$ cat src/rtl/sdclk_pkg.sv
package sdclk_pkg;
  localparam int STOP_H_BIT = 9;
  localparam int STOP_C_BIT = 8;
  localparam int SRC_LSB    = 2;
  localparam int SRC_W      = 3;
  localparam int FIN_W      = 2;

  typedef struct packed {
    logic             stop_h;
    logic             stop_c;
    logic [SRC_W-1:0] src;
    logic [FIN_W-1:0] fin;
  } cfg_t;

  localparam cfg_t CFG_RST = '{stop_h: 1'b1, stop_c: 1'b1, src: '0, fin: 2'd1};
endpackage

$ cat src/rtl/sdclk_regs.sv
module sdclk_regs
  import sdclk_pkg::*;
#(
  parameter int DATA_W       = 32,
  parameter int SRC_CODE_MAX = 4,
  parameter int FIN_CODE_MAX = 1
) (
  input  logic              clk_i,
  input  logic              rst_ni,
  input  logic              wr_en_i,
  input  logic [DATA_W-1:0] wr_data_i,
  output cfg_t              cfg_o,
  output logic [DATA_W-1:0] rd_data_o,
  output logic              err_o
);
  localparam logic [SRC_W-1:0] SRC_LIM = SRC_W'(SRC_CODE_MAX);
  localparam logic [FIN_W-1:0] FIN_LIM = FIN_W'(FIN_CODE_MAX);

  cfg_t wr_cfg, cfg_q;
  logic err_q, code_ok;

  assign wr_cfg.stop_h = wr_data_i[STOP_H_BIT];
  assign wr_cfg.stop_c = wr_data_i[STOP_C_BIT];
  assign wr_cfg.src    = wr_data_i[SRC_LSB +: SRC_W];
  assign wr_cfg.fin    = wr_data_i[0 +: FIN_W];
  assign code_ok       = (wr_cfg.src <= SRC_LIM) && (wr_cfg.fin <= FIN_LIM);

  always_ff @(posedge clk_i or negedge rst_ni) begin
    if (!rst_ni) begin
      cfg_q <= CFG_RST;
      err_q <= 1'b0;
    end else if (wr_en_i) begin
      cfg_q.stop_h <= wr_cfg.stop_h;
      cfg_q.stop_c <= wr_cfg.stop_c;
      if (code_ok) begin
        cfg_q.src <= wr_cfg.src;
        cfg_q.fin <= wr_cfg.fin;
      end else begin
        err_q <= 1'b1;
      end
    end
  end

  always_comb begin
    rd_data_o                     = '0;
    rd_data_o[STOP_H_BIT]         = cfg_q.stop_h;
    rd_data_o[STOP_C_BIT]         = cfg_q.stop_c;
    rd_data_o[SRC_LSB +: SRC_W]   = cfg_q.src;
    rd_data_o[0 +: FIN_W]         = cfg_q.fin;
  end

  assign cfg_o = cfg_q;
  assign err_o = err_q;

  logic unused_wr_bits;
  assign unused_wr_bits = ^{wr_data_i[DATA_W-1:STOP_H_BIT+1], wr_data_i[STOP_C_BIT-1:SRC_LSB+SRC_W]};
endmodule

$ cat src/rtl/sdclk_div.sv
module sdclk_div
  import sdclk_pkg::*;
#(
  parameter int CNT_W = 6
) (
  input  logic             clk_i,
  input  logic             rst_ni,
  input  cfg_t             cfg_i,
  output logic [CNT_W-1:0] cnt_o,
  output cfg_t             app_o,
  output logic             hck_div_o,
  output logic             hck_byp_o,
  output logic             ck_div_o
);
  logic [CNT_W-1:0] cnt_q, sh_h, sh_c;
  cfg_t             app_q;
  logic [SRC_W-1:0] hidx;
  logic [SRC_W:0]   cidx;

  // settings land only on the wrap edge, where all counter bits fall
  always_ff @(posedge clk_i or negedge rst_ni) begin
    if (!rst_ni) begin
      cnt_q <= '0;
      app_q <= CFG_RST;
    end else begin
      cnt_q <= cnt_q + 1'b1;
      if (&cnt_q) app_q <= cfg_i;
    end
  end

  always_comb begin
    hidx = app_q.src - 1'b1;
    cidx = {1'b0, app_q.src} + {{(SRC_W+1-FIN_W){1'b0}}, app_q.fin};
    sh_h = cnt_q >> hidx;
    sh_c = cnt_q >> cidx;
  end

  assign hck_byp_o = (app_q.src == '0);
  assign hck_div_o = sh_h[0];
  assign ck_div_o  = sh_c[0];
  assign cnt_o     = cnt_q;
  assign app_o     = app_q;
endmodule

$ cat src/rtl/sdclk_gate.sv
module sdclk_gate #(
  parameter bit BYP_RST = 1'b0
) (
  input  logic clk_i,
  input  logic rst_ni,
  input  logic div_i,
  input  logic byp_i,
  input  logic stop_i,
  output logic clk_o,
  output logic en_o
);
  logic en_q, byp_q;

  // retimed while the parent is low: no truncated high phase
  always_ff @(negedge clk_i or negedge rst_ni) begin
    if (!rst_ni) begin
      en_q  <= 1'b0;
      byp_q <= BYP_RST;
    end else begin
      en_q  <= ~stop_i;
      byp_q <= byp_i;
    end
  end

  assign clk_o = en_q & (byp_q ? clk_i : div_i);
  assign en_o  = en_q;
endmodule

$ cat src/rtl/sdclk_gen.sv
module sdclk_gen
  import sdclk_pkg::*;
#(
  parameter int DATA_W       = 32,
  parameter int SRC_CODE_MAX = 4,
  parameter int FIN_CODE_MAX = 1
) (
  input  logic              clk_i,
  input  logic              rst_ni,
  input  logic              wr_en_i,
  input  logic [DATA_W-1:0] wr_data_i,
  output logic [DATA_W-1:0] rd_data_o,
  output logic              err_o,
  output logic              run_o,
  output logic              hck_o,
  output logic              ck_o,
  output logic              hck_en_o,
  output logic              ck_en_o
);
  localparam int CNT_W = SRC_CODE_MAX + FIN_CODE_MAX + 1;

  cfg_t             cfg, app;
  logic [CNT_W-1:0] cnt;
  logic             hck_div, hck_byp, ck_div;

  sdclk_regs #(
    .DATA_W(DATA_W), .SRC_CODE_MAX(SRC_CODE_MAX), .FIN_CODE_MAX(FIN_CODE_MAX)
  ) u_regs (
    .clk_i(clk_i), .rst_ni(rst_ni), .wr_en_i(wr_en_i), .wr_data_i(wr_data_i),
    .cfg_o(cfg), .rd_data_o(rd_data_o), .err_o(err_o)
  );

  sdclk_div #(.CNT_W(CNT_W)) u_div (
    .clk_i(clk_i), .rst_ni(rst_ni), .cfg_i(cfg), .cnt_o(cnt), .app_o(app),
    .hck_div_o(hck_div), .hck_byp_o(hck_byp), .ck_div_o(ck_div)
  );

  sdclk_gate #(.BYP_RST(CFG_RST.src == '0)) u_gate_hck (
    .clk_i(clk_i), .rst_ni(rst_ni), .div_i(hck_div), .byp_i(hck_byp),
    .stop_i(app.stop_h), .clk_o(hck_o), .en_o(hck_en_o)
  );

  sdclk_gate #(.BYP_RST(1'b0)) u_gate_ck (
    .clk_i(clk_i), .rst_ni(rst_ni), .div_i(ck_div), .byp_i(1'b0),
    .stop_i(app.stop_c), .clk_o(ck_o), .en_o(ck_en_o)
  );

  assign run_o = ~cfg.stop_h & ~cfg.stop_c;
endmodule

$ cat config.mk
export PLATFORM = sky130hd
export DESIGN_NAME = sdclk_gen
export DESIGN_NICKNAME = d
export VERILOG_FILES = /design/src/rtl/sdclk_pkg.sv /design/src/rtl/sdclk_regs.sv /design/src/rtl/sdclk_div.sv /design/src/rtl/sdclk_gate.sv /design/src/rtl/sdclk_gen.sv
export SDC_FILE = /design/constraint.sdc
export NUM_CORES = 1
export LEC_CHECK = 0
export ABC_AREA = 0
export CAP_MARGIN = 10
export CORE_MARGIN = 2
export CORE_UTILIZATION = 25
export CTS_CLUSTER_DIAMETER = 30
export DETAILED_ROUTE_END_ITERATION = 8
export DONT_BUFFER_PORTS = 1
export GPL_ROUTABILITY_DRIVEN = 1
export PLACE_DENSITY = 0.5
export SYNTH_ARGS = -nofsm -noshare
export SYNTH_HDL_FRONTEND = slang
export SYNTH_SLANG_ARGS = --single-unit
$ cat constraint.sdc
create_clock -name clk_i -period 3 [get_ports clk_i]
set_clock_uncertainty 0.05 [all_clocks]
set_input_delay 0 -clock clk_i [delete_from_list [all_inputs] [get_ports clk_i]]
set_output_delay 0 -clock clk_i [all_outputs]
set_load 0.02 [all_outputs]
Word-level counts from Yosys, hierarchy flattened
Index checks and enable logic that the tools add are counted.

word-level totals
  word-level logic and storage cells = 34
  flip-flop bits (word level) = 24
  output and inout bits = 38
  input bits = 35

cells by class
  shifts and indexed selects = 2
  reductions and logical operators = 5
  mux-type cells = 1
  bitwise logic cells = 8
  order comparisons = 2
  add/subtract/negate cells = 3

operators by type and width
  kind                                                                               count
  6-bit by 1-bit adder with 6-bit output (second input constant)                     1
  6-bit AND reduction                                                                1
  6-bit by 3-bit >> shifter with 1-bit output                                        1
  6-bit by 4-bit >> shifter with 1-bit output                                        1
  1-bit NOT                                                                          5
  3-bit by 2-bit adder with 4-bit output                                             1
  2-bit AND reduction                                                                2
  1-bit AND                                                                          3
  3-bit less-or-equal comparator (second input constant)                             1
  3-bit zero test                                                                    1
  3-bit by 1-bit subtractor with 3-bit output (second input constant)                1
  2-bit by 1-bit less-or-equal comparator with 1-bit output (second input constant)  1
  1-bit logical AND                                                                  1
  1-bit 2-to-1 mux                                                                   1

Depth between registers and ports, before layout
Gate-level depths: netlist (run 1).

  depth after elaboration = 4
  depth in mapped cells = 7
  gate-level depth less buffers = 7

Modules after synthesis
Synthesis (run 1) repeated with hierarchy kept, for this count alone.

second synthesis, totals
  cell total of the unflattened synthesis = 131
  area, all modules = 1493.9 um2

modules (own cells, without submodules)
  module                    area an instance (um2)  cells each  instances
  sdclk_div                 748.2                   56          1
  sdclk_regs                593.1                   62          1
  sdclk_gate at u_gate_hck  75.1                    6           1
  sdclk_gate at u_gate_ck   70.1                    5           1
  sdclk_gen                 7.5                     2           1

==> results of run 1 <==
==> sequential cells by signal (all words and copies together) (netlist names) <==
name	flops
u_div.app_o	7
u_regs.cfg_o	7
u_div.cnt_o	6
u_gate_ck.en_o	1
u_gate_hck.byp_q	1
u_gate_hck.en_o	1
u_regs.err_o	1
==> layer usage <==
layer | wire length, um | share of wire (%) | vias to the layer above | GRT usage [%]
met1 | 849 | 39 | 377 | 9.86
li1 | - | - | 364 | -
met3 | 214 | 9.8 | 4 | 3.08
met4 | 17 | 0.78 | 0 | 3.09
met2 | 1110 | 51 | 45 | 13.6
met5 | 0 | 0 | - | 0
==> Yosys cell counts (all sizes together) <==
cell type,n,area (um^2)
a211oi,1,7.51
a21o,1,7.51
a21oi,1,5.00
a221oi,2,30.0
and2,1,6.26
and3,2,12.5
buf,26,193
conb,1,3.75
dfrtn,2,50.1
dfrtp,15,375
dfstp,7,184
fa,1,20.0
ha,5,62.6
inv,10,37.5
mux2,9,101
mux2i,1,10.0
mux4,2,45.0
nand2,7,26.3
nand2b,2,12.5
nand3,5,25.0
nand3b,1,7.51
nor2,2,7.51
nor2b,1,6.26
o21a,1,7.51
o21ai,6,30.0
xnor2,4,35.0
xor2,1,8.76
==> worst paths after layout <==
kind	endpoint	cells past startpoint	start	slack, ns
setup / recovery	hck_o	2	u_gate_hck.byp_q$_DFF_NN1_	0.13
hold / removal	u_regs.cfg_o[1]$_DFFE_PN0P_	2	wr_en_i	0.04
setup reg to reg	u_gate_hck.byp_q$_DFF_NN1_	3	u_div.app_o[2]$_DFFE_PN0P_	0.57
hold reg to reg	u_div.app_o[6]$_DFFE_PN1P_	2	u_div.app_o[6]$_DFFE_PN1P_	0.45
max in group asynchronous	u_gate_hck.byp_q$_DFF_NN1_	0	rst_ni	1.92
min in group asynchronous	u_regs.err_o$_DFFE_PN0P_	1	rst_ni	0.25
==> critical path, stage by stage, from the launching register on <==
cell and delay [ns]:
dfstp_2 0.54, a221oi_2 0.04, a211oi_2 0.40
==> area by class of cell <==
class / instances / area (um^2)
clock buffer: 3 / 41.3
clock inverter: 3 / 37.5
fill: 544 / 3630
inverter: 9 / 33.8
multi-input combinational: 81 / 573
sequential: 24 / 609
tap: 70 / 87.6
timing repair buffer: 10 / 97.6
==> cells by family after synthesis <==
family	count (synthesis)	share of synthesized area, %
AO/OA/AOI/OAI	12	6.65
XOR/XNOR	5	3.32
adder cells (fa/ha/maj)	6	6.27
buffers and inverters	36	17.5
flip-flops	24	46.2
multiplexers	12	11.9
other	1	0.285
AND/OR/NAND/NOR	21	7.88
==> timing repair <==
action | CTS | global route
hold buffers | 9 | 0
gates resized for setup | 1 | 0
endpoints found under the setup margin | 1 | 0
endpoints found under the hold margin | 28 | 0
==> power by group through the flow <==
stage	logic (mW)	clock network, mW	registers (mW)
2_1_floorplan	0.0697	0.0348	0.373
3_3_place_gp	0.0455	0.0348	0.377
3_5_place_dp	0.0464	0.0348	0.378
4_1_cts	0.0604	0.351	0.372
5_1_grt	0.0667	0.369	0.374
6_report	0.0608	0.338	0.371
==> results.txt, run 1 <==
The flow ran to the end, and the final reports show no timing, DRC or antenna violations. Hold is met by 0.0396 ns. The initial utilization of the core area, before any placement, comes to 25.8%. From left edge to right edge, the die measures 76.6 um.

The arrival time reported for the critical path endpoint is 2.82 ns. The initial antenna violation count is 0. The placement-stage worst setup slack came out at 0.359 ns. The number of top-level pins is 73. The utilization of the core after routing came out at 29.0%. The Yosys step of the flow raised 0 warnings. At the end of the flow, the number of nets in the layout was 172. The switching power came out at 217 uW. The maximum number of pins on one net before global-route repair is 22. The post-detailed-route via-to-cell ratio is 3.95.

The distinct cell type count of the synthesized netlist came out at 28. The synthesized design contains 24 register bits. The number of buffers created by CTS is 3. The standby leakage power is 0.667 nW. The critical path startpoint category is a flop. The area overhead of the layout relative to synthesis is 12.3%. At the pin with the least slew margin, the transition time is 0.904 ns.

The summed area of non-filler cells in the final layout came out at 1480 um^2. The nature of the critical path endpoint is an output port. The floorplan row count came out at 26. The per-cell routed wire length is 10.9 um.

Clock-pin slew was measured on the worst setup and hold paths at 0.09 ns. The root buffer cell chosen for the clock tree is clkbuf_8. The proportion of layout cells with a drive suffix above 1 came out at 20.0%. In this run the vertical extent of the chip is 76.6 um. Once detail routing completed, the nets flagged for antenna violations numbered 0. The detailed-route via count came out at 790. Power spread over the standard cell area amounts to 520 nW/um^2. The library cells used most frequently in the layout, excluding fill and tap cells, are conb_1, dfrtp_1, inv_1, mux2_2, dlygate4sd3_1.

The final setup violation count came out at 0. Summing every instance area after synthesis gives 1320 um^2. The max-capacitance violation count came out at 0. The pre-antenna-repair detailed-routing pass consisted of 4 iterations. The area of the core came out at 5110 um^2. The number of global-route vias before repair is 863. The final setup slack of the worst path came out at 0.133 ns.

The detailed-placement wirelength estimate is 1560 um. The number of remaining DRC errors came out at 0. TritonCTS built the clock tree. In this run the number of H-tree levels came out at 1. The total negative slack came out at 0 ns. Setup repair after global routing left no endpoint under its margin. The iteration-0 DRC count of the detailed router is 11.

The completed layout was analyzed and its total power is 770 uW. The routed design has 2190 um of wire. The clock insertion delay at the later pin of the skew report is 0.27 ns. The data required time of the worst path came out at 2.95 ns.

The number of buffers added for setup after CTS is 0. The repair_antennas step left the layout with diodes totalling 0. IR analysis of the VDD net gives a maximum drop of 0.278 mV.

The worst hold path class is input pin to flop. The wire length of the first global-routing pass came out at 3950 um. After synthesis, flip-flops and latches occupy 46.2% of the total area.

The clock group share of total power came out at 43.9%. The final-report hold violation count came out at 0. The part of the power in combinational logic is 7.9%. The die area came out at 5870 um^2. The count of final max-slew check failures is 0. The worst slew slack as a fraction of its limit came out at 39.5%. The synthesized instance count came out at 117. The average cell area after synthesis came out at 11.3 um^2. The global-route usage over all layers is 8.28%. After detailed placement, the total cell area comes to 1310 um^2.

The critical-path maximum fanout came out at 2. The number of buffers added on ports is 0. The category of the critical setup timing path is flop to output port. The switching share of power came out at 28.1%. The total internal power is 553 uW. The remaining global-route overflow is 0.

The most frequent standard cell in the layout excluding fill and tap cells is conb_1. The part of the total power dissipated in sequential elements came out at 48.2%. The routability congestion estimate came out at 0.790.

The count of non-filler cells in the finished layout came out at 200. The clock passes through at most 2 buffers. Counting tap cells, the placed design contains a total of 186 instances.
Power figures use the tool's default switching activity.
==> run 2: changes to the inputs <==
--- a/config.mk
+++ b/config.mk
@@ -9,6 +9,7 @@
 export CAP_MARGIN = 10
 export CORE_MARGIN = 2
 export CORE_UTILIZATION = 25
+export CTS_BUF_LIST = sky130_fd_sc_hd__clkbuf_4
 export CTS_CLUSTER_DIAMETER = 30
 export DETAILED_ROUTE_END_ITERATION = 8
 export DONT_BUFFER_PORTS = 1
@@ -17,3 +18,4 @@
 export SYNTH_ARGS = -nofsm -noshare
 export SYNTH_HDL_FRONTEND = slang
 export SYNTH_SLANG_ARGS = --single-unit
+export TNS_END_PERCENT = 100
==> results.txt, run 2 (synthesis gave the netlist of run 1 again) <==
The die area was 5870 um^2 (unchanged). The utilization of the core after routing is 29.0% (about the same). The first element of the critical path was u_gate_hck.byp_q$_DFF_NN1_ (unchanged). The initial standard-cell utilization of the core came out at 25.8% (unchanged). The count of final max-slew check failures is 0 (unchanged). The area of the core came to 5110 um^2 (unchanged). Status: finished clean (unchanged). The floorplan row count came to 26 (unchanged). The worst hold path class is input pin to flop (unchanged).

The clock tree from TritonCTS is yes (unchanged). The timing endpoint of the critical path is hck_o (unchanged). The power density of the placed cells was 498 nW/um^2 (was 520 nW/um^2). The number of buffers added for setup after CTS is 0 (unchanged). The proportion of layout cells with a drive suffix above 1 came to 19.8% (was 20.0%). The iteration-0 DRC count of the detailed router came out at 16 (was 11). The nature of the critical path endpoint is an output port (unchanged). The clock group share of total power is 41.1% (was 43.9%). The die span in y came out at 76.6 um (unchanged).

Unrepaired setup endpoints after global routing: false (unchanged). The placement-stage worst setup slack is 0.359 ns (unchanged). The combined buffer and inverter count along the critical path came out at 0 (unchanged). The worst slew slack as a fraction of its limit came out at 39.9% (was 39.5%).

The worst voltage drop across the vdd grid is 0.285 mV (was 0.278 mV). The biggest cell delay along the critical path is 0.56 ns (was 0.54 ns). The routability congestion estimate is 0.790 (unchanged).

The number of optimization iterations in the first detailed-route pass is 4 (unchanged). The number of nets with antenna violations after detailed routing is 0 (unchanged). Top library cells by usage in the layout, fill and taps aside: conb_1, dfrtp_1, inv_1, dlygate4sd3_1, mux2_2 (was conb_1, dfrtp_1, inv_1, mux2_2, dlygate4sd3_1).

The number of top-level pins was 73 (unchanged). The global-route usage over all layers came to 8.48% (was 8.28%). The clock-pin slew on the worst setup and hold paths is 0.15 ns (was 0.09 ns).

The slowest cell on the critical path is dfstp_2 (unchanged). The number of global-route vias before repair came to 863 (unchanged). The critical path startpoint category was a flop (unchanged). The number of antenna diodes is 0 (unchanged). The origin of the critical flop-to-flop path is u_div.app_o[2]$_DFFE_PN0P_ (unchanged). The part of the power in combinational logic came out at 8.4% (was 7.9%).

The overall die width came to 76.6 um (unchanged). The clock insertion delay at the later pin of the skew report came to 0.32 ns (was 0.27 ns). The post-detailed-route via-to-cell ratio is 3.92 (was 3.95). The total negative slack is 0 ns (unchanged).

The final setup slack of the worst path came out at 0.148 ns (was 0.133 ns). The switching power is 215 uW (was 217 uW). The number of buffers created by CTS came out at 3 (unchanged).

The depth of the CTS H-tree is 1 (unchanged). The part of the total power dissipated in sequential elements came out at 50.4% (was 48.2%). The standby leakage power is 0.666 nW (was 0.667 nW). The total internal power came out at 521 uW (was 553 uW).

The max-capacitance violation count is 0 (unchanged). The net count reported at finish is 173 (was 172). The maximum number of pins on one net before global-route repair is 22 (unchanged).

The reg-to-reg critical path endpoint is u_gate_hck.byp_q$_DFF_NN1_ (unchanged). The data required time of the worst path came out at 2.95 ns (about the same). The deepest clock path buffer count was 2 (unchanged). The detailed-route wire length came to 2230 um (was 2190 um). The transition time of the tightest slew-check pin came to 0.898 ns (was 0.904 ns). The internal reg-to-reg setup slack came out at 0.56 ns (was 0.57 ns). The category of the critical setup timing path is flop to output port (unchanged). The remaining global-route overflow was 0 (unchanged). The number of gates on the worst path with buffers counted is 2 (unchanged).

The per-cell routed wire length was 11.1 um (was 10.9 um). The kind of cell adding the most delay to the critical path is flip-flops (unchanged). The switching share of power came out at 29.2% (was 28.1%). The number of buffers added on ports is 0 (unchanged). The wire length of the first global-routing pass was 4000 um (was 3950 um).

The logic depth of the worst register-to-register path came out at 3 (unchanged). The area overhead of the layout relative to synthesis came out at 12.3% (about the same). The final setup violation count was 0 (unchanged).

The detailed-route via count came out at 787 (was 790). The detailed-placement wirelength estimate came out at 1560 um (unchanged). The final-report hold violation count came out at 0 (unchanged). The number of remaining DRC errors is 0 (unchanged). The critical-path maximum fanout is 2 (unchanged). The cell at the root of the clock tree is clkbuf_4 (was clkbuf_8).

The arrival time reported for the critical path endpoint is 2.80 ns (was 2.82 ns). The initial antenna violation count came out at 0 (unchanged). The most frequent standard cell in the layout excluding fill and tap cells is conb_1 (unchanged). Worst-path cell chain: a221oi_2, a211oi_4 (was a221oi_2, a211oi_2).
run 2: routing by layer:
metal / vias up / global-route usage (%) / wire (um)
met5: - / 0 / 0
met4: 0 / 3.09 / 6
met2: 41 / 14.2 / 1160
met1: 379 / 10.0 / 877
met3: 2 / 2.96 / 193
li1: 365 / - / -
run 2: how the worst min path moves through the flow:
stage          slack, ns  depth (start not counted)          from                     endpoint
2_1_floorplan      -0.35                          0        rst_ni   u_div.app_o[1]$_DFFE_PN0P_
6_report            0.13                          3  wr_data_i[3]  u_regs.cfg_o[1]$_DFFE_PN0P_
3_5_place_dp       -0.35                          0        rst_ni     u_regs.err_o$_DFFE_PN0P_
5_1_grt             0.17                          3  wr_data_i[3]  u_regs.cfg_o[1]$_DFFE_PN0P_
3_3_place_gp       -0.34                          0        rst_ni     u_regs.err_o$_DFFE_PN0P_
4_1_cts              0.1                          3  wr_data_i[3]  u_regs.cfg_o[1]$_DFFE_PN0P_
run 2: cell type report:
cell class	count	area (um^2)
clock inverters	3	37.5
well taps	70	87.6
inverters	9	33.8
flip-flops and latches	24	609
multi-input cells	81	581
repair buffers	11	108
clock buffers	3	22.5
fillers	548	3630
run 2: through the flow:
| step | cell area (um^2) | total power [mW] | hold slack [ns] | instances |
|---|---|---|---|---|
| 5_1_grt | 1480 | 0.779 | 0.171 | 201 |
| 4_1_cts | 1470 | 0.734 | 0.0981 | 201 |
| 3_3_place_gp | 1310 | 0.457 | -0.345 | 186 |
| 3_5_place_dp | 1310 | 0.459 | -0.345 | 186 |
| 2_1_floorplan | 1410 | 0.477 | -0.346 | 141 |
| 6_report | 1480 | 0.736 | 0.126 | 201 |
run 2: power by group through the flow:
| stage | Sequential (mW) | Combinational, mW | Clock (mW) |
|---|---|---|---|
| final | 0.371 | 0.0622 | 0.303 |
| after global routing | 0.375 | 0.0680 | 0.336 |
| after CTS | 0.372 | 0.0615 | 0.301 |
| after detailed placement | 0.378 | 0.0464 | 0.0348 |
| after global placement | 0.377 | 0.0455 | 0.0348 |
| after floorplan | 0.373 | 0.0697 | 0.0348 |
run 2: repair_timing:
| action | in CTS | in global routing |
|---|---|---|
| hold buffers | 10 | 0 |
| gates resized for setup | 1 | 1 |
| hold endpoints to repair | 29 | 0 |
| endpoints found under the setup margin | 1 | 1 |
run 2: worst register-to-register path, cell delays in order, from the launching register on:
cell and delay (ns):
dfrtp_1 0.45, inv_1 0.12, ha_1 0.20, nor2b_1 0.12
==> run 3: changes to the inputs <==
==> constraint.sdc (replaced) <==
create_clock -name clk_i -period 3 [get_ports clk_i]
set_clock_uncertainty 0.05 [all_clocks]
set_input_delay 0.3 -clock clk_i [delete_from_list [all_inputs] [get_ports clk_i]]
set_output_delay 0.3 -clock clk_i [all_outputs]
set_load 0.02 [all_outputs]
==> results.txt, run 3 (synthesis gave the netlist of run 1 again) <==
The number of global-route vias before repair came out at 837 (was 863). The routability congestion estimate is 0.855 (was 0.790). The area overhead of the layout relative to synthesis is 7.12% (was 12.3%). The number of nets with antenna violations after detailed routing came out at 0 (unchanged).

The total internal power came out at 428 uW (was 521 uW). The max-capacitance violation count is 0 (unchanged). The number of optimization iterations in the first detailed-route pass is 4 (unchanged). The arrival time reported for the critical path endpoint is 2.80 ns (about the same). The logic depth of the worst register-to-register path was 3 (unchanged). The overall die width was 76.6 um (unchanged). Status: finished, violations left (was finished clean).

The detailed-route via count was 782 (was 787). The die area was 5870 um^2 (unchanged). The initial standard-cell utilization of the core came out at 25.8% (unchanged).

The clock insertion delay at the later pin of the skew report was 0.31 ns (was 0.32 ns). The area of the core came out at 5110 um^2 (unchanged). The proportion of layout cells with a drive suffix above 1 is 26.2% (was 19.8%). The die span in y came out at 76.6 um (unchanged). The switching share of power came out at 32.5% (was 29.2%). The reg-to-reg critical path endpoint is u_gate_hck.byp_q$_DFF_NN1_ (unchanged). The routed wire length on met2 is 1090 um (was 1160 um). The worst slew slack as a fraction of its limit came to 40.1% (was 39.9%). The number of top-level pins was 73 (unchanged). The per-cell routed wire length is 11.0 um (was 11.1 um). The depth of the CTS H-tree is 1 (unchanged). The most frequent standard cell in the layout excluding fill and tap cells is conb_1 (unchanged).

Unrepaired setup endpoints after global routing: true (was false). The number of inserted filler cells in the final layout is 548 (unchanged). The highest routed metal layer is met4 (unchanged). The clock group share of total power is 33.2% (was 41.1%). The placement-stage worst setup slack came to 0.0599 ns (was 0.359 ns).

The number of antenna diodes came out at 0 (unchanged). The deepest clock path buffer count came out at 2 (unchanged). The transition time of the tightest slew-check pin came to 0.896 ns (was 0.898 ns). The part of the power in combinational logic is 8.3% (was 8.4%). The number of buffers created by CTS is 3 (unchanged). The data required time of the worst path came out at 2.65 ns (was 2.95 ns). The nature of the critical path endpoint is an output port (unchanged).

The cell at the root of the clock tree is clkbuf_4 (unchanged). The power density of the placed cells is 449 nW/um^2 (was 498 nW/um^2). The clock tree from TritonCTS is yes (unchanged).

The final setup slack of the worst path is -0.147 ns (was 0.148 ns). The worst voltage drop across the vdd grid came out at 0.207 mV (was 0.285 mV). The global-route usage over all layers is 7.57% (was 8.48%). The met1 layer wirelength in the final routing is 871 um (was 877 um). The count of final max-slew check failures is 0 (unchanged).

The wire length of the first global-routing pass came to 3660 um (was 4000 um). The initial antenna violation count came to 0 (unchanged). The part of the total power dissipated in sequential elements came out at 58.5% (was 50.4%).

The clock-pin slew on the worst setup and hold paths is 0.14 ns (was 0.15 ns). The detailed-route wire length was 2160 um (was 2230 um). The switching power came to 206 uW (was 215 uW). The floorplan row count is 26 (unchanged). The critical-path maximum fanout came out at 2 (unchanged). The first element of the critical path is u_gate_hck.byp_q$_DFF_NN1_ (unchanged). The internal reg-to-reg setup slack came out at 0.50 ns (was 0.56 ns). The net count reported at finish came out at 168 (was 173).

The final reports fail on setup timing. The post-detailed-route via-to-cell ratio was 3.99 (was 3.92). The remaining global-route overflow came out at 0 (unchanged).

The sequential cell area came to 609 um^2 (unchanged). The multi-input gate area in the final layout came out at 599 um^2 (was 581 um^2). The iteration-0 DRC count of the detailed router came to 17 (was 16). The origin of the critical flop-to-flop path is u_div.app_o[2]$_DFFE_PN0P_ (unchanged).

The number of buffers added on ports is 0 (unchanged). The detailed-placement wirelength estimate came out at 1610 um (was 1560 um). The worst hold path class is input pin to flop (unchanged). Top library cells by usage in the layout, fill and taps aside: conb_1, dfrtp_1, inv_1, mux2_2, dfstp_2 (was conb_1, dfrtp_1, inv_1, dlygate4sd3_1, mux2_2). The sum of met3 wire segment lengths after detailed routing came out at 185 um (was 193 um). The final setup violation count is 1 (was 0). The number of remaining DRC errors came out at 0 (unchanged).

The maximum number of pins on one net before global-route repair is 22 (unchanged). The standby leakage power came out at 0.636 nW (was 0.666 nW). The total negative slack came to -0.147 ns (was 0 ns). The timing endpoint of the critical path is hck_o (unchanged). The critical path startpoint category is a flop (unchanged). The final-report hold violation count was 0 (unchanged).

The category of the critical setup timing path is flop to output port (unchanged).
-- run 3: cell types whose count changed in the layout (fill, tap and decap cells not counted), sizes merged --
| cell | previous run | this run |
|---|---|---|
| dlygate4sd3 | 10 | 1 |
| buf | 1 | 5 |
| bufinv | 1 | 0 |
| clkinv | 0 | 1 |
-- run 3: repair_timing --
action                                  4_1_cts  5_1_grt
endpoints found under the hold margin        21        0
resized for setup                             6        1
endpoints found under the setup margin        2        2
pin swaps                                     3        3
gates cloned                                  0        0
buffers inserted                              1        2
hold buffers                                  1        0
-- run 3: how the worst min path moves through the flow --
stage	endpoint	from	depth (start not counted)
global placement	u_regs.err_o$_DFFE_PN0P_	rst_ni	0
CTS	u_regs.err_o$_DFFE_PN0P_	wr_en_i	1
finish	u_regs.err_o$_DFFE_PN0P_	wr_en_i	1
detailed placement	u_regs.cfg_o[1]$_DFFE_PN0P_	rst_ni	0
floorplan	u_div.app_o[1]$_DFFE_PN0P_	rst_ni	0
global route	u_regs.err_o$_DFFE_PN0P_	wr_en_i	1
-- run 3: final cells by class --
class                   instances  area share (%)
clock inverters                 3           0.798
multi-input cells              81            42.5
inverters                       9            2.39
well taps                      70            6.21
clock buffers                   3            1.60
flip-flops and latches         24            43.2
repair buffers                  6            3.37
-- run 3: power by group through the flow --
stage / clock [mW] / sequential (mW) / combinational, mW
after floorplan: 0.0348 / 0.373 / 0.0697
after global placement: 0.0348 / 0.377 / 0.0456
after detailed placement: 0.0348 / 0.377 / 0.0465
after CTS: 0.220 / 0.372 / 0.0532
after global routing: 0.240 / 0.375 / 0.0575
final: 0.210 / 0.371 / 0.0529
-- run 3: metrics by stage --
stage | total power, mW | cells | hold WS, ns | cell area, um^2 | util [%]
2_1_floorplan | 0.477 | 141 | -0.0456 | 1410 | -
3_3_place_gp | 0.457 | 187 | -0.0450 | 1320 | 25.8
3_5_place_dp | 0.459 | 187 | -0.0449 | 1320 | 25.8
4_1_cts | 0.645 | 194 | 0.0406 | 1390 | 27.3
5_1_grt | 0.673 | 196 | 0.0217 | 1410 | 27.6
6_report | 0.634 | 196 | 0.0396 | 1410 | 27.6
-- run 3: per-layer routing --
layer	vias up	global-route usage, %
met4	0	2.00
met2	44	14.3
met5	-	0
met3	4	2.13
li1	357	-
met1	377	8.19
-- run 3: critical path, stage by stage (launching register included) --
cell	delay [ns]
dfstp_2	0.56
a221oi_2	0.06
a211oi_4	0.31
